`config.mk`:
```
export PLATFORM = sky130hd
export DESIGN_NAME = sync_ref_ctrl
export DESIGN_NICKNAME = d
export VERILOG_FILES = /design/src/rtl/sync_ctrl_pkg.sv /design/src/rtl/sync_ref_qual.sv /design/src/rtl/sync_ref_pick.sv /design/src/rtl/sync_mode_fsm.sv /design/src/rtl/sync_ref_ctrl.sv
export SDC_FILE = /design/constraint.sdc
export NUM_CORES = 1
export LEC_CHECK = 0
export ABC_AREA = 1
export BUFFER_PORTS_ARGS = -buffer_cell sky130_fd_sc_hd__buf_2
export CAP_MARGIN = 20
export CORE_UTILIZATION = 55
export CTS_CLUSTER_DIAMETER = 30
export DETAILED_ROUTE_END_ITERATION = 10
export PLACE_DENSITY = 0.79
export SYNTH_ARGS = -nofsm -noshare
export SYNTH_HDL_FRONTEND = slang
export SYNTH_SLANG_ARGS = --single-unit
```
`constraint.sdc`:
```
create_clock -name clk_i -period 6.95 [get_ports clk_i]
set_input_delay 1.39 -clock clk_i [delete_from_list [all_inputs] [get_ports clk_i]]
set_output_delay 1.39 -clock clk_i [all_outputs]
set_load 0.05 [all_outputs]
```
`src/rtl/sync_ctrl_pkg.sv`:
```
package sync_ctrl_pkg;
  localparam int FAIL_SRCS = 4;

  typedef enum logic [1:0] {
    MODE_FREERUN  = 2'd0,
    MODE_ACQUIRE  = 2'd1,
    MODE_LOCKED   = 2'd2,
    MODE_HOLDOVER = 2'd3
  } sync_mode_e;
endpackage

```
`src/rtl/sync_ref_qual.sv`:
```
module sync_ref_qual
  import sync_ctrl_pkg::*;
#(
  parameter int WTR_W = 8
) (
  input  logic                 clk_i,
  input  logic                 rst_ni,
  input  logic [FAIL_SRCS-1:0] fail_i,
  input  logic [FAIL_SRCS-1:0] fail_mask_i,
  input  logic [WTR_W-1:0]     wtr_i,
  input  logic                 tick_i,
  output logic                 avail_o
);
  logic             raw_ok;
  logic             held_q;
  logic [WTR_W-1:0] cnt_q;

  assign raw_ok  = ~|(fail_i & ~fail_mask_i);
  assign avail_o = raw_ok & (~held_q | (cnt_q >= wtr_i));

  // restore timer: restarts on every failure, counts ticks only while healthy
  always_ff @(posedge clk_i or negedge rst_ni) begin
    if (!rst_ni) begin
      held_q <= 1'b0;
      cnt_q  <= '0;
    end else if (!raw_ok) begin
      held_q <= 1'b1;
      cnt_q  <= '0;
    end else if (held_q) begin
      if (cnt_q >= wtr_i) held_q <= 1'b0;
      else if (tick_i)    cnt_q  <= cnt_q + 1'b1;
    end
  end

  AST_WTR_BLOCKS: assert property (@(posedge clk_i) disable iff (!rst_ni)
    (!raw_ok && wtr_i != '0) |=> (!avail_o || wtr_i == '0));
endmodule

```
`src/rtl/sync_ref_pick.sv`:
```
module sync_ref_pick #(
  parameter int NUM_REFS = 3,
  parameter int PRIO_W   = 2,
  parameter int IDX_W    = 2
) (
  input  logic [NUM_REFS-1:0]        avail_i,
  input  logic [NUM_REFS*PRIO_W-1:0] prio_i,
  output logic                       any_o,
  output logic [IDX_W-1:0]           best_o
);
  logic [PRIO_W-1:0] best_prio;

  // strict compare keeps the lowest index on equal priority
  always_comb begin
    any_o     = 1'b0;
    best_o    = '0;
    best_prio = '1;
    for (int i = 0; i < NUM_REFS; i++) begin
      if (avail_i[i] && (!any_o || prio_i[i*PRIO_W +: PRIO_W] < best_prio)) begin
        any_o     = 1'b1;
        best_o    = IDX_W'(i);
        best_prio = prio_i[i*PRIO_W +: PRIO_W];
      end
    end
  end
endmodule

```
`src/rtl/sync_mode_fsm.sv`:
```
module sync_mode_fsm
  import sync_ctrl_pkg::*;
(
  input  logic       clk_i,
  input  logic       rst_ni,
  input  logic       auto_i,
  input  logic       force_en_i,
  input  sync_mode_e force_mode_i,
  input  logic       sel_ok_i,
  input  logic       sel_change_i,
  input  logic       lock_i,
  output sync_mode_e mode_o,
  output sync_mode_e mode_next_o,
  output logic       lock_o,
  output logic       holdover_o
);
  sync_mode_e mode_q, nxt;
  logic       ever_q;

  always_comb begin
    nxt = mode_q;
    if (force_en_i)   nxt = force_mode_i;
    else if (!auto_i) nxt = MODE_FREERUN;
    else begin
      unique case (mode_q)
        MODE_FREERUN:  if (sel_ok_i) nxt = MODE_ACQUIRE;
        MODE_ACQUIRE: begin
          if (!sel_ok_i)                     nxt = ever_q ? MODE_HOLDOVER : MODE_FREERUN;
          else if (lock_i && !sel_change_i)  nxt = MODE_LOCKED;
        end
        MODE_LOCKED: begin
          if (!sel_ok_i)         nxt = MODE_HOLDOVER;
          else if (sel_change_i) nxt = MODE_ACQUIRE;
        end
        MODE_HOLDOVER: if (sel_ok_i) nxt = MODE_ACQUIRE;
      endcase
    end
  end

  always_ff @(posedge clk_i or negedge rst_ni) begin
    if (!rst_ni) begin
      mode_q     <= MODE_FREERUN;
      ever_q     <= 1'b0;
      lock_o     <= 1'b0;
      holdover_o <= 1'b0;
    end else begin
      mode_q     <= nxt;
      ever_q     <= ever_q | (mode_q == MODE_LOCKED);
      lock_o     <= (nxt == MODE_LOCKED);
      holdover_o <= (nxt == MODE_HOLDOVER);
    end
  end

  assign mode_o      = mode_q;
  assign mode_next_o = nxt;

  AST_LOCK_IND: assert property (@(posedge clk_i) disable iff (!rst_ni)
    lock_o == (mode_q == MODE_LOCKED));
  AST_HOLD_IND: assert property (@(posedge clk_i) disable iff (!rst_ni)
    holdover_o == (mode_q == MODE_HOLDOVER));
  AST_FREERUN_VIA_ACQ: assert property (@(posedge clk_i) disable iff (!rst_ni)
    (mode_q == MODE_FREERUN && !force_en_i)
      |=> (mode_q != MODE_LOCKED && mode_q != MODE_HOLDOVER));
  AST_SWITCH_BEATS_LOCK: assert property (@(posedge clk_i) disable iff (!rst_ni)
    (auto_i && !force_en_i && mode_q == MODE_ACQUIRE && sel_change_i)
      |=> mode_q != MODE_LOCKED);
endmodule

```
`src/rtl/sync_ref_ctrl.sv`:
```
module sync_ref_ctrl
  import sync_ctrl_pkg::*;
#(
  parameter int NUM_REFS = 3,
  parameter int PRIO_W   = 2,
  parameter int WTR_W    = 8,
  localparam int IDX_W   = $clog2(NUM_REFS)
) (
  input  logic                          clk_i,
  input  logic                          rst_ni,
  input  logic                          mode_pin_i,
  input  logic                          force_en_i,
  input  logic [1:0]                    force_mode_i,
  input  logic                          manual_en_i,
  input  logic [IDX_W-1:0]              manual_ref_i,
  input  logic [NUM_REFS*FAIL_SRCS-1:0] fail_i,
  input  logic [FAIL_SRCS-1:0]          fail_mask_i,
  input  logic [NUM_REFS*PRIO_W-1:0]    prio_i,
  input  logic [NUM_REFS-1:0]           revert_en_i,
  input  logic [WTR_W-1:0]              wtr_time_i,
  input  logic                          tick_i,
  input  logic                          lock_i,
  output logic [1:0]                    mode_o,
  output logic [IDX_W-1:0]              ref_sel_o,
  output logic                          lock_o,
  output logic                          holdover_o,
  output logic                          event_o
);
  localparam logic [IDX_W-1:0] LAST_REF = IDX_W'(NUM_REFS - 1);

  logic [NUM_REFS-1:0] avail;
  logic                any_avail;
  logic [IDX_W-1:0]    best, sel_q, sel_d;
  logic [PRIO_W-1:0]   prio_best, prio_sel;
  logic                cap_q, auto_q, auto_eff;
  logic                event_q;
  sync_mode_e          mode_cur, mode_nxt;

  for (genvar g = 0; g < NUM_REFS; g++) begin : g_qual
    sync_ref_qual #(.WTR_W(WTR_W)) u_qual (
      .clk_i       (clk_i),
      .rst_ni      (rst_ni),
      .fail_i      (fail_i[g*FAIL_SRCS +: FAIL_SRCS]),
      .fail_mask_i (fail_mask_i),
      .wtr_i       (wtr_time_i),
      .tick_i      (tick_i),
      .avail_o     (avail[g])
    );
  end

  sync_ref_pick #(.NUM_REFS(NUM_REFS), .PRIO_W(PRIO_W), .IDX_W(IDX_W)) u_pick (
    .avail_i (avail),
    .prio_i  (prio_i),
    .any_o   (any_avail),
    .best_o  (best)
  );

  // default mode pin: followed during reset and the first cycle after, then frozen
  always_ff @(posedge clk_i or negedge rst_ni) begin
    if (!rst_ni) begin
      cap_q  <= 1'b1;
      auto_q <= 1'b0;
    end else if (cap_q) begin
      cap_q  <= 1'b0;
      auto_q <= mode_pin_i;
    end
  end
  assign auto_eff = cap_q ? mode_pin_i : auto_q;

  assign prio_best = prio_i[best*PRIO_W +: PRIO_W];
  assign prio_sel  = prio_i[sel_q*PRIO_W +: PRIO_W];

  always_comb begin
    sel_d = sel_q;
    if (manual_en_i) begin
      if (manual_ref_i <= LAST_REF) sel_d = manual_ref_i;
    end else if (any_avail) begin
      if (!avail[sel_q])                                     sel_d = best;
      else if (revert_en_i[best] && (prio_best < prio_sel))  sel_d = best;
    end
  end

  sync_mode_fsm u_fsm (
    .clk_i        (clk_i),
    .rst_ni       (rst_ni),
    .auto_i       (auto_eff),
    .force_en_i   (force_en_i),
    .force_mode_i (sync_mode_e'(force_mode_i)),
    .sel_ok_i     (avail[sel_d]),
    .sel_change_i (sel_d != sel_q),
    .lock_i       (lock_i),
    .mode_o       (mode_cur),
    .mode_next_o  (mode_nxt),
    .lock_o       (lock_o),
    .holdover_o   (holdover_o)
  );

  always_ff @(posedge clk_i or negedge rst_ni) begin
    if (!rst_ni) begin
      sel_q   <= '0;
      event_q <= 1'b0;
    end else begin
      sel_q   <= sel_d;
      event_q <= (mode_nxt != mode_cur) || (sel_d != sel_q);
    end
  end

  assign mode_o    = mode_cur;
  assign ref_sel_o = sel_q;
  assign event_o   = event_q;

  AST_EVENT_ON_MODE: assert property (@(posedge clk_i) disable iff (!rst_ni)
    (mode_o != $past(mode_o)) |-> event_o);
  AST_SEL_IN_RANGE: assert property (@(posedge clk_i) disable iff (!rst_ni)
    ref_sel_o <= LAST_REF);
  AST_NO_REVERT_HOLD: assert property (@(posedge clk_i) disable iff (!rst_ni)
    (!manual_en_i && avail[sel_q] && revert_en_i == '0) |=> ref_sel_o == $past(ref_sel_o));
endmodule

```
Word level (Yosys, flattened, before mapping)
Cells that the tools add are included.
Widths: inputs -> output; s select.

storage, ports and cells
  bits of input ports = 44
  output and inout port bits = 7
  register bits = 37
  word-level logic and storage cells = 129

cells by class
  multiplexer cells = 49
  reductions and logical operators = 27
  bitwise operators = 14
  shifts and indexed selects = 2
  $add $sub $neg = 3
  eq/ne operators = 10
  magnitude comparators = 10

operators by type and width
  cell                 number
  $mux 8               12
  $mux 2               16
  $add 8x1->8 const B  3
  $ge 8x8->1           3
  $mux 1               17
  $and 4x4->4          3
  $reduce_bool 2->1    6
  $reduce_or 4->1      3
  $shiftx 6x4->2       2
  $lt 2x3->1 const B   3
  $reduce_and 3->1     3
  $eq 2x2->1 const B   4
  $bmux 1 s2           3
  $logic_not 1->1      6
  $lt 2x2->1           3
  $ne 2x1->1 const B   3
  $pmux 2 s3           1
  $logic_and 1x1->1    4
  $ne 2x2->1           2
  $not 4->4            1
  $or 1x1->1           4
  $and 1x1->1          3
  $logic_or 1x1->1     3
  $not 1->1            3
  other kinds (4)      4

Longest topological paths before layout
Gate-level depths: netlist of run 1.

  depth in word-level cells = 31
  mapped depth = 49
  mapped depth without buffers = 49

Cells and area by module
From an unflattened synthesis of run 1, not the netlist that was laid out.

second synthesis, totals
  cell total of the unflattened synthesis = 484
  area, all modules = 3393.3 µm²

modules (own cells, without submodules)
  module         area an instance (µm²)  instances  cells an instance  seq. area each (µm²)
  sync_ref_qual  799.5                   3          109                225.2
  sync_ref_ctrl  511.7                   1          83                 126.4
  sync_mode_fsm  342.8                   1          44                 125.1
  sync_ref_pick  140.1                   1          30                 0.0

Least setup slack after synthesis of run 1
OpenSTA, ideal clock, no wires.

  path kind = input port to flip-flop
  start = in wtr_time_i[7]
  end = reg event_q, in the netlist event_o
  path buffers = 0
  data required time = 6.833 ns
  stages = 47
  setup slack = 1.457 ns
  data arrival time = 5.376 ns
  path through = inv_1 ha_1 nand2_1 nand2_1 nor2_1 nand2_1 a21oi_2 nand2_2 nand2_1 nor2_1 ha_1 nand2_1 nand2_1 nand2_2 nand2_2 inv_2 nand2_1 nand2_1 [... 11 more ...] nand2_2 nand3_2 nand2_2 nand2_2 nand2_1 nand3_2 nand2_4 nand2_2 nand3_2 nand2_2 nand2_1 nand3_1 nand2_1 nand3_2 nand2_2 nand2_1 nand2_1 nand2_1

between the ends
  longest elaborated chain between the ends = 29
  elaborated cells between the ends (all ways) = 50
  classes of those cells = 6 x order compare; 2 x eq/ne; 1 x shift; 25 x mux; 6 x bitwise; 10 x reduce/logical

ends and longest elaborated chain
  element                                        RTL line              RTL
  start, declared                                sync_ref_ctrl.sv:20   input logic [WTR_W-1:0] wtr_time_i,
  $ge 8x8->1                                     sync_ref_qual.sv:19   assign avail_o = raw_ok & (~held_q | (cnt_q >= wtr_i));
  $or 1x1->1                                     sync_ref_qual.sv:19
  $and 1x1->1                                    sync_ref_qual.sv:19
  $mux 2 or $mux 1 (tied branches)               sync_ref_pick.sv:19   if (avail_i[i] && (!any_o || prio_i[i*PRIO_W +: PRIO_W] < best_prio)) begin
  $lt 2x2->1 or $logic_not 1->1 (tied branches)  sync_ref_pick.sv:19
  $logic_or 1x1->1                               sync_ref_pick.sv:19
  $logic_and 1x1->1                              sync_ref_pick.sv:19
  $mux 2 or $mux 1 (tied branches)               sync_ref_pick.sv:19
  [... 11 more ...]                              n/a
  via sel_d[0]                                   sync_ref_ctrl.sv:33   logic [IDX_W-1:0] best, sel_q, sel_d;
  [... 3 more ...]                               n/a
  $mux 2                                         sync_mode_fsm.sv:29   else if (lock_i && !sel_change_i) nxt = MODE_LOCKED;
  $mux 2                                         sync_mode_fsm.sv:28   if (!sel_ok_i) nxt = ever_q ? MODE_HOLDOVER : MODE_FREERUN;
  $pmux 2 s3 *                                   sync_mode_fsm.sv:25   unique case (mode_q)
  $mux 2 *                                       sync_mode_fsm.sv:23   else if (!auto_i) nxt = MODE_FREERUN;
  $mux 2 *                                       sync_mode_fsm.sv:22   if (force_en_i) nxt = force_mode_i;
  via mode_nxt[0]                                sync_ref_ctrl.sv:37   sync_mode_e mode_cur, mode_nxt;
  $ne 2x2->1 *                                   sync_ref_ctrl.sv:104  event_q <= (mode_nxt != mode_cur) || (sel_d != sel_q);
  $logic_or 1x1->1 *                             sync_ref_ctrl.sv:104
  end signal, assigned                           sync_ref_ctrl.sv:104
  end, declared                                  sync_ref_ctrl.sv:36   logic event_q;

Mark *: on every way through the listed nets, which the timed path passes. The rest lies on a longest branch. The select of a mux whose other input is x is not followed.
A chain may end at the register's enable or synchronous reset.

Worst setup path after layout of run 1
Ends and elaborated chain as after synthesis.

==> impl_metrics.csv, run 1 <==
group,metric,value,unit
global_routing,antenna_found_initial,0,
drt,drt.antenna.violating_nets,0,
yosys,post_synth.cell_area_avg,7.25,um2
critical_path,worstPathRequired,7.14,ns
clock_tree,worst_setup_hold_path_clk_slew,0.08,ns
drt,drt-initial-drc-count,193,
finish,insertedDiodeCount,0,
critical_path,worstReg2RegEnd,"event_o",
drt,drt-wirelength-per-cell,12.4,um
finish,num-nets-final,534,
critical_path,start_kind,"input pin",
power_and_ir_drop,pwr_density_cell,181,mW/mm2
global_routing,globalRouteTotalUtil,25.7,%
yosys,synthesis.instances,401,
clock_tree,post_cts.resized_instances,0,
critical_path,cp_slowest_cell,"sky130_fd_sc_hd__ha_1",
drt,drt_first_pass_iters,5,
die,die_w,74.7,um
die,initial_utilization,56.9,%
finish,mostFrequentLayoutCells,"80 x sky130_fd_sc_hd__nand2_1, 71 x sky130_fd_sc_hd__inv_1, 50 x sky130_fd_sc_hd__buf_2, 36 x sky130_fd_sc_hd__dfrtp_1, 32 x sky130_fd_sc_hd__ha_1",
worst_hold_path,holdPathEnd,"g_qual[2].u_qual.cnt_q[7]",
sta,layout_worst_path_cycle_share,84.0,%
finish,fillerInstances,461,
power_and_ir_drop,power.ir.vdd_worst,0.101,mV
power_and_ir_drop,share_seq_of_total_power,38.1,%
global_routing,grt_first_pass_wirelength,11100,um
run,drv.max_cap_violation_count,0,
power_and_ir_drop,clkPwrFrac,37.4,%
power_and_ir_drop,switching_power,0.000195,W
placement,port_buffers,50,
sta,finalHoldViolations,0,
yosys,synth.ff_latch_count,37,
yosys,synth_area,0.00291,mm2
finish,synthToLayoutAreaGrowth,16.4,%
sta,max-slew-margin-rel,42.6,%
die,core,0.00511,mm2
drt,routed-via-count,2770,
clock_tree,post-cts-setup-buffer-count,0,
clock_tree,clock_latency,0.30,ns
sta,grt_setup_unrepaired,"no",
placement,gp_congestion,0.865,
sta,timing.final.crit_period,5.83,ns
critical_path,arrival,6.03,ns
sta,max_freq,0.171,GHz
clock_tree,root_buffer,"sky130_fd_sc_hd__clkbuf_8",
critical_path,worst-setup-path-type,"input pin to flop",
worst_hold_path,min_path_cells,1,
sta,hold-worst-slack,0.491,ns
clock_tree,cts.htree.levels,2,
finish,layout_commonest_cell,"sky130_fd_sc_hd__nand2_1",
critical_path,critPathMaxStageDelay,0.34,ns
drt,via_per_inst,5.24,
power_and_ir_drop,power.leakage,1.84,nW
yosys,yosysWarnings,0,
global_routing,grt_pass1_vias,2579,
finish,layout_cell_share_with_drive_strength_beyond_1,21.1,%
critical_path,worst-r2r-setup-slack,1.95,ns
global_routing,grt_start_max_net_pins,38,
yosys,synth.distinct_cells,33,
sta,timing_worst_slew_pin_value,0.861,ns
die,floorplan.io_pins,51,
sta,max_slew_violation_count,0,
drt,post_detailed_routing_wire_length,6540,um
clock_tree,cts_tree,"done",
worst_hold_path,holdCritStartpoint,"g_qual[2].u_qual.cnt_q[7]",
power_and_ir_drop,cellInternalPower,0.000419,W
power_and_ir_drop,p_comb_share,24.5,%
global_routing,globalRoute.totalOverflow,0,
die,dieHeight,74.7,um
status,result_of_the_run,"complete, no violations",
die,fp.dieArea,0.00558,mm2
clock_tree,cts_hold_buffers,0,
yosys,synth.yosys.seq_area_share,31.9,%
sta,setup_viol,0,
sta,worst_clock_skew,0.00282,ns
yosys,synth_top_flop_cell,"sky130_fd_sc_hd__dfrtp_1",
clock_tree,number_of_buffers_created_by_cts,5,
power_and_ir_drop,power.share.switching,31.8,%
critical_path,worst_setup_path_end_kind,"flop",
yosys,synthesis.nets,477,
sta,final.setup.tns,0,ns
placement,place_hpwl,5100,um
critical_path,rr_worst_depth,49,
die,std_cell_rows,26,
critical_path,worst_path_most_repeated_cell,"sky130_fd_sc_hd__nand2_1",
worst_hold_path,class_of_the_worst_hold_path,"flop to flop",
clock_tree,clock_sink_count,37,
yosys,postSynth.asyncResetShare,100,%
clock_tree,buffer_levels_on_the_longest_clock_path,2,
critical_path,critical_path.reg2reg.startpoint,"g_qual[0].u_qual.cnt_q[0]",
drt,drc,0,
yosys,synth_enable_flop_cells,0,
critical_path,worst-path-max-fanout,7,
power groups by stage:
stage | sequential [W] | combinational, W | clock (W)
floorplan | 0.000256 | 0.0000856 | 0
global placement | 0.000237 | 0.000145 | 0
detailed placement | 0.000238 | 0.000149 | 0
CTS | 0.000233 | 0.000150 | 0.000235
global route | 0.000236 | 0.000169 | 0.000243
finish | 0.000233 | 0.000150 | 0.000230
synth_stat cells (3+ instances only):
library cell              number  area share [%]
sky130_fd_sc_hd__and3_1        4            0.86
sky130_fd_sc_hd__nor2_4        4             1.5
sky130_fd_sc_hd__nand2_2      16             3.4
sky130_fd_sc_hd__nand4_1       8             1.7
sky130_fd_sc_hd__nor3_1       12             2.1
sky130_fd_sc_hd__inv_2         7            0.90
sky130_fd_sc_hd__nand3_1      25             4.3
sky130_fd_sc_hd__nor2_1       23             3.0
sky130_fd_sc_hd__dfrtp_1      36              31
sky130_fd_sc_hd__nor2_2        3            0.65
sky130_fd_sc_hd__o21ai_0      19             3.3
sky130_fd_sc_hd__nand2_1      80              10
sky130_fd_sc_hd__inv_1        71             9.2
sky130_fd_sc_hd__a21oi_1      30             5.2
sky130_fd_sc_hd__ha_1         32              14
sky130_fd_sc_hd__o22ai_1       6             1.3
sky130_fd_sc_hd__nand3_2       5             1.7
layout make-up:
class	instances	area (um2)	share of cell area, %
multi-input cells	284	1670	49.4
flip-flops and latches	37	927	27.4
inverters	80	308	9.10
repair buffers	50	250	7.40
well taps	70	87.6	2.59
clock buffers	5	68.8	2.03
clock inverters	3	68.8	2.03
sequential cells by signal, indices dropped and copies added, names as in the netlist:
register,count
u_fsm.lock_o,1
ref_sel_o,2
g_qual.u_qual.held_q,3
cap_q,1
u_fsm.ever_q,1
u_fsm.mode_o,2
event_o,1
auto_q,1
u_fsm.holdover_o,1
g_qual.u_qual.cnt_q,24
worst max path at each step:
| stage | from | end | slack [ns] | depth (start not counted) |
|---|---|---|---|---|
| global route | wtr_time_i[7] | event_o | 0.60 | 48 |
| global placement | wtr_time_i[7] | event_o | 1.10 | 48 |
| floorplan | wtr_time_i[7] | event_o | 1.46 | 47 |
| finish | wtr_time_i[7] | event_o | 1.12 | 48 |
| CTS | wtr_time_i[7] | event_o | 1.14 | 48 |
| detailed placement | wtr_time_i[7] | event_o | 0.83 | 48 |
per-stage QoR:
| step | setup slack (ns) | utilization, % | cell area [um2] | total power, W | cells |
|---|---|---|---|---|---|
| after floorplan | 1.46 | - | 2910 | 0.000342 | 401 |
| after global placement | 1.10 | 63.5 | 3250 | 0.000383 | 521 |
| after detailed placement | 0.828 | 63.5 | 3250 | 0.000387 | 521 |
| after CTS | 1.14 | 66.2 | 3380 | 0.000619 | 529 |
| after global routing | 0.603 | 66.2 | 3380 | 0.000648 | 529 |
| final | 1.12 | 66.2 | 3380 | 0.000613 | 529 |
critical path, delay by kind of cell:
kind	cells	cell delay (ns)
AO/OA/AOI/OAI	3	0.32
adder cells (fa/ha/maj)	4	1.22
buffers and inverters	4	0.27
AND/OR/NAND/NOR	37	2.85
routing by layer:
metal	vias to the layer above	track usage (%)	wire length (um)
met3	7	4.42	284
met5	-	0	0
met4	0	7.97	66
met1	1253	33.6	3090
met2	82	43.3	3100
li1	1428	-	-
logic make-up after synthesis:
family | count (synthesis) | share of synthesized area (%)
xor+xnor | 1 | 0.301
flops | 37 | 31.9
compound gates | 68 | 13.1
buf+inv | 80 | 10.6
fa+ha+maj | 32 | 13.8
simple gates | 182 | 30.2
other cells | 1 | 0.129
(Power assumes the default switching activity.)
==> inputs of run 2 (changes only) <==
--- a/config.mk
+++ b/config.mk
@@ -8,10 +8,10 @@
 export ABC_AREA = 1
 export BUFFER_PORTS_ARGS = -buffer_cell sky130_fd_sc_hd__buf_2
 export CAP_MARGIN = 20
-export CORE_UTILIZATION = 55
+export CORE_UTILIZATION = 51
 export CTS_CLUSTER_DIAMETER = 30
 export DETAILED_ROUTE_END_ITERATION = 10
-export PLACE_DENSITY = 0.79
+export PLACE_DENSITY = 0.77
 export SYNTH_ARGS = -nofsm -noshare
 export SYNTH_HDL_FRONTEND = slang
 export SYNTH_SLANG_ARGS = --single-unit
==> constraint.sdc (replaced) <==
create_clock -name clk_i -period 5.26 [get_ports clk_i]
set_input_delay 1.052 -clock clk_i [delete_from_list [all_inputs] [get_ports clk_i]]
set_output_delay 1.052 -clock clk_i [all_outputs]
set_load 0.05 [all_outputs]
==> run 2 against run 1 <==
Against the previous run: global-route usage decreased by 2.2 points; worst setup slack lost 0.95 ns; routed wire length rose by 6.0%; count of clock-buffer cells in the layout up 2; clock power decreased by 17%; critical path depth decreased by 1; die area grew 7.6%; cell count is 3.6% higher; combinational power grew 53%; final area increased by 7.8%; clock skew up 0.0076 ns; largest power group unchanged; highest routed layer unchanged.
==> impl_metrics.csv, run 2 (synthesis results as in run 1) <==
group,metric,value,unit
status,result_of_the_run,"complete, no violations",
critical_path,worst_path_most_repeated_cell,"sky130_fd_sc_hd__nand2_2",
global_routing,grt_start_max_net_pins,38,
sta,max-slew-margin-rel,44.8,%
finish,synthToLayoutAreaGrowth,25.4,%
critical_path,critical-path-top-delay-family,"simple AND/OR/NAND/NOR gates",
die,initial_utilization,52.8,%
clock_tree,worst_setup_hold_path_clk_slew,0.08,ns
sta,hold-worst-slack,0.473,ns
global_routing,grt_first_pass_wirelength,11400,um
sta,max_slew_violation_count,0,
worst_hold_path,min_path_cells,2,
power_and_ir_drop,power.ir.vdd_worst,0.150,mV
clock_tree,cts.htree.levels,2,
global_routing,antenna_found_initial,0,
critical_path,rr_worst_depth,48,
clock_tree,number_of_buffers_created_by_cts,5,
die,std_cell_rows,27,
drt,post_detailed_routing_wire_length,6930,um
critical_path,worst-r2r-setup-slack,0.56,ns
sta,worst_clock_skew,0.0104,ns
finish,largest_register_ffs,24,
critical_path,worst-path-max-fanout,5,
drt,via_per_inst,5.18,
placement,placedInstanceArea,0.00335,mm2
run,drv.max_cap_violation_count,0,
power_and_ir_drop,pwr_density_cell,200,mW/mm2
die,fp.dieArea,0.00601,mm2
global_routing,grt_pass1_vias,2629,
power_and_ir_drop,fin_total_pwr,0.000730,W
placement,port_buffers,50,
worst_hold_path,class_of_the_worst_hold_path,"flop to flop",
global_routing,globalRoute.totalOverflow,0,
drt,routed-via-count,2840,
die,dieHeight,77.5,um
die,core,0.00551,mm2
critical_path,critPathMaxStageDelay,0.32,ns
sta,timing_worst_slew_pin_value,0.828,ns
finish,mostFrequentLayoutCells,"67 x sky130_fd_sc_hd__inv_1, 63 x sky130_fd_sc_hd__nand2_1, 49 x sky130_fd_sc_hd__buf_2, 36 x sky130_fd_sc_hd__dfrtp_1, 30 x sky130_fd_sc_hd__nand2_2",
sta,layout_worst_path_cycle_share,96.8,%
drt,drc,0,
critical_path,cp_slowest_cell,"sky130_fd_sc_hd__ha_1",
clock_tree,buffer_levels_on_the_longest_clock_path,2,
global_routing,globalRouteTotalUtil,23.5,%
drt,drt-wirelength-per-cell,12.6,um
clock_tree,root_buffer,"sky130_fd_sc_hd__clkbuf_8",
clock_tree,cts_tree,"done",
drt,drt_first_pass_iters,4,
clock_tree,cts_hold_buffers,0,
critical_path,path_buf_inv,5,
sta,max_freq,0.196,GHz
finish,layout_commonest_cell,"sky130_fd_sc_hd__inv_1",
critical_path,arrival,5.32,ns
critical_path,worstPathRequired,5.49,ns
sta,grt_setup_unrepaired,"yes",
finish,finish.instance_area,0.00365,mm2
placement,place_hpwl,5230,um
critical_path,worst-setup-path-type,"input pin to flop",
finish,num-nets-final,551,
sta,timing.final.crit_period,5.09,ns
critical_path,path_depth,47,
sta,finalHoldViolations,0,
clock_tree,clock_sink_count,37,
critical_path,start_kind,"input pin",
critical_path,worst_setup_path_end_kind,"flop",
power_and_ir_drop,power.leakage,1.92,nW
clock_tree,clock_latency,0.29,ns
sta,setup_viol,0,
drt,drt.antenna.violating_nets,0,
drt,drt-initial-drc-count,231,
finish,insertedDiodeCount,0,
finish,postLayoutCoreUtil,66.2,%
finish,reg.largest.list,"g_qual.u_qual.cnt_q: 24 flops, g_qual.u_qual.held_q: 3 flops",
sta,final.setup.tns,0,ns
die,die_w,77.5,um
finish,layout_cell_share_with_drive_strength_beyond_1,30.5,%
finish,regMostFlops,"g_qual.u_qual.cnt_q",
placement,gp_congestion,0.866,
die,floorplan.io_pins,51,
finish,fillerInstances,472,
[run 2: cell count changes in the layout (fill, tap and decap cells not counted), moves of 4 or more]
cell	previous run	this run
sky130_fd_sc_hd__nand2_1	80	63
sky130_fd_sc_hd__inv_1	71	67
sky130_fd_sc_hd__nand2_2	16	30
sky130_fd_sc_hd__ha_1	32	27
sky130_fd_sc_hd__ha_4	0	4
sky130_fd_sc_hd__buf_4	0	16
sky130_fd_sc_hd__nand3_1	25	21
[run 2: worst paths after layout]
| kind | startpoint | end |
|---|---|---|
| worst max register to register | g_qual[0].u_qual.cnt_q[0] | u_fsm.lock_o |
| min in group asynchronous | rst_ni | g_qual[1].u_qual.cnt_q[0] |
| worst min register to register | u_fsm.ever_q | u_fsm.ever_q |
| worst min-delay path | u_fsm.ever_q | u_fsm.ever_q |
| worst max-delay path | wtr_time_i[7] | u_fsm.lock_o |
| max in group asynchronous | rst_ni | g_qual[0].u_qual.cnt_q[7] |
[run 2: layout make-up]
type / instances / area, um2 / area share [%]
clock inverters: 1 / 5.00 / 0.137
inverters: 80 / 310 / 8.51
repair buffers: 67 / 392 / 10.7
multi-input cells: 284 / 1850 / 50.6
well taps: 72 / 90.1 / 2.47
flip-flops and latches: 37 / 927 / 25.4
clock buffers: 7 / 76.3 / 2.09
[run 2: stage by stage]
stage | std cells | setup WS (ns)
5_1_grt | 548 | -0.136
6_report | 548 | 0.169
3_3_place_gp | 536 | 0.0323
2_1_floorplan | 401 | 0.105
4_1_cts | 544 | 0.156
3_5_place_dp | 536 | -0.150
[run 2: worst min-delay path, cell delays in order, from the launching register on]
cell and delay, ns:
sky130_fd_sc_hd__dfrtp_1 0.32, sky130_fd_sc_hd__inv_1 0.06, sky130_fd_sc_hd__nand2_1 0.06
[run 2: timing repair]
item / in CTS / in global routing
buffers inserted: 0 / 4
setup endpoints to repair: 0 / 5
gates resized for setup: 0 / 47
[run 2: per-layer routing]
metal / vias up / wire length, um / GRT usage (%)
met4: 0 / 117 / 7.74
met2: 70 / 3260 / 37.9
met1: 1299 / 3290 / 31.3
met5: - / 0 / 0
li1: 1460 / - / -
met3: 11 / 270 / 4.71
[run 2: power breakdown]
part	total (W)	internal, W	switching (W)
Clock	0.000191	0.0000930	0.0000984
Combinational	0.000229	0.0000809	0.000148
Sequential	0.000310	0.000297	0.0000126
==> inputs of run 3 (changes only) <==
--- a/config.mk
+++ b/config.mk
@@ -8,6 +8,7 @@
 export ABC_AREA = 1
 export BUFFER_PORTS_ARGS = -buffer_cell sky130_fd_sc_hd__buf_2
 export CAP_MARGIN = 20
+export CORE_ASPECT_RATIO = 0.7
 export CORE_UTILIZATION = 51
 export CTS_CLUSTER_DIAMETER = 30
 export DETAILED_ROUTE_END_ITERATION = 10
==> run 3 against run 2 <==
Against the previous run: clock power grew 58%; clock skew decreased by 0.0062 ns; global-route usage increased by 1.3 points; combinational power rose by 3%; cell count fell by 0.18%; power grew 16%; largest cell class unchanged; critical endpoint is now event_o; sequential power about the same.
==> impl_metrics.csv, run 3 (synthesis results as in run 1) <==
group,metric,value,unit
status,result_of_the_run,"complete, no violations",
sta,max-slew-margin-rel,45.8,%
finish,layout_cell_share_with_drive_strength_beyond_1,32.8,%
drt,drt_first_pass_iters,4,
drt,drt-initial-drc-count,146,
critical_path,worst_path_most_repeated_cell,"sky130_fd_sc_hd__nand2_2",
finish,mostFrequentLayoutCells,"67 x sky130_fd_sc_hd__inv_1, 59 x sky130_fd_sc_hd__nand2_1, 49 x sky130_fd_sc_hd__buf_2, 36 x sky130_fd_sc_hd__dfrtp_1, 32 x sky130_fd_sc_hd__nand2_2",
finish,postLayoutCoreUtil,69.8,%
finish,layout_commonest_cell,"sky130_fd_sc_hd__inv_1",
die,core,0.00537,mm2
critical_path,critPathMaxStageDelay,0.28,ns
finish,regMostFlops,"g_qual.u_qual.cnt_q",
die,std_cell_rows,22,
critical_path,start_kind,"input pin",
drt,drt.antenna.violating_nets,0,
power_and_ir_drop,power.leakage,1.95,nW
worst_hold_path,holdPathEnd,"u_fsm.ever_q",
critical_path,worst-r2r-setup-slack,0.51,ns
clock_tree,number_of_buffers_created_by_cts,5,
global_routing,globalRoute.totalOverflow,0,
global_routing,grt_first_pass_wirelength,12000,um
worst_hold_path,class_of_the_worst_hold_path,"flop to flop",
sta,layout_worst_path_cycle_share,97.9,%
critical_path,worst_setup_path_end_kind,"flop",
critical_path,arrival,5.34,ns
clock_tree,cts.htree.levels,2,
drt,via_per_inst,5.28,
placement,place_hpwl,5500,um
run,drv.max_cap_violation_count,0,
critical_path,critical_path.reg2reg.startpoint,"g_qual[0].u_qual.cnt_q[0]",
critical_path,worstReg2RegEnd,"event_o",
worst_hold_path,holdCritStartpoint,"u_fsm.ever_q",
global_routing,grt_start_max_net_pins,38,
clock_tree,worst_setup_hold_path_clk_slew,0.08,ns
sta,finalHoldViolations,0,
clock_tree,cts_tree,"done",
sta,timing.final.crit_period,5.15,ns
placement,dpl.cell_count,535,
critical_path,rr_worst_depth,48,
power_and_ir_drop,pwr_density_cell,226,mW/mm2
clock_tree,buffer_levels_on_the_longest_clock_path,2,
worst_hold_path,min_path_cells,2,
drt,drc,0,
finish,stdcell_count,547,
die,floorplan.io_pins,51,
critical_path,worst-setup-path-type,"input pin to flop",
clock_tree,root_buffer,"sky130_fd_sc_hd__clkbuf_8",
finish,reg.largest.list,"g_qual.u_qual.cnt_q: 24 flops, g_qual.u_qual.held_q: 3 flops",
sta,setup_viol,0,
sta,max_freq,0.194,GHz
sta,worst_clock_skew,0.00423,ns
sta,timing_worst_slew_pin_value,0.813,ns
clock_tree,clock_sink_count,37,
placement,gp_congestion,0.887,
sta,max_slew_violation_count,0,
clock_tree,cts_hold_buffers,0,
drt,post_detailed_routing_wire_length,7300,um
clock_tree,clock_latency,0.29,ns
critical_path,worst-path-max-fanout,5,
critical_path,worstPathRequired,5.45,ns
drt,routed-via-count,2886,
drt,drt-wirelength-per-cell,13.3,um
die,initial_utilization,54.2,%
finish,largest_register_ffs,24,
sta,grt_setup_unrepaired,"yes",
finish,insertedDiodeCount,0,
global_routing,grt_pass1_vias,2732,
critical_path,cp_slowest_cell,"sky130_fd_sc_hd__ha_4",
finish,synthToLayoutAreaGrowth,28.9,%
global_routing,globalRouteTotalUtil,24.8,%
die,fp.dieArea,0.00601,mm2
die,die_w,92.3,um
placement,port_buffers,50,
die,dieHeight,65.2,um
power_and_ir_drop,power.ir.vdd_worst,0.149,mV
global_routing,antenna_found_initial,0,
finish,num-nets-final,550,
-- run 3: cell types whose count changed in the layout (fill, tap and decap cells not counted), sizes merged --
cell and change:
inv +1, buf -1, bufinv +2, clkinv -1, clkbuf -2
-- run 3: area by class of cell --
class	instances	area, um2
Fill cell	435	1620
Multi-Input combinational cell	284	1900
Timing Repair Buffer	66	384
Clock inverter	3	68.8
Sequential cell	37	927
Inverter	80	308
Tap cell	72	90.1
Clock buffer	5	68.8
-- run 3: how the worst max path moves through the flow --
stage                              from  endpoint  cells after the start
after global placement    wtr_time_i[7]   event_o                     48
after floorplan           wtr_time_i[7]   event_o                     47
final                     wtr_time_i[7]   event_o                     47
after global routing      wtr_time_i[7]   event_o                     47
after CTS                 wtr_time_i[7]   event_o                     48
after detailed placement  wtr_time_i[7]   event_o                     48
-- run 3: what timing repair did --
item                                    4_1_cts  5_1_grt
gates resized for setup                       0       58
setup buffers                                 0        4
endpoints found under the setup margin        0        5
-- run 3: stage by stage --
step | instance area (um2) | hold slack [ns] | total power (W) | setup TNS, ns | setup WS, ns
2_1_floorplan | 2910 | 0.433 | 0.000451 | 0 | 0.105
3_3_place_gp | 3340 | 0.454 | 0.000510 | -0.00280 | -0.00280
3_5_place_dp | 3340 | 0.460 | 0.000517 | -0.409 | -0.187
4_1_cts | 3480 | 0.474 | 0.000818 | 0 | 0.113
5_1_grt | 3750 | 0.515 | 0.000888 | -0.507 | -0.197
6_report | 3750 | 0.475 | 0.000846 | 0 | 0.111
-- run 3: routing by layer --
| layer | share of wire, % | vias up | routed length, um | GRT usage (%) |
|---|---|---|---|---|
| li1 | - | 1467 | - | - |
| met1 | 48 | 1343 | 3520 | 33.8 |
| met2 | 47 | 69 | 3440 | 43.1 |
| met3 | 4.1 | 7 | 300 | 3.59 |
| met4 | 0.53 | 0 | 39 | 3.52 |
| met5 | 0 | - | 0 | 0 |
-- run 3: power breakdown --
part           switching [W]  total [W]  leakage, nW  internal (W)
combinational       0.000153   0.000235         1.41     0.0000817
sequential         0.0000135   0.000310        0.474      0.000297
clock               0.000110   0.000301       0.0687      0.000191
total               0.000276   0.000846         1.95      0.000569
-- run 3: worst max-delay path: cells and delay by family --
family / cells / cell delay (ns)
compound gates: 3 / 0.27
simple gates: 36 / 2.74
fa+ha+maj: 4 / 0.99
buf+inv: 4 / 0.28
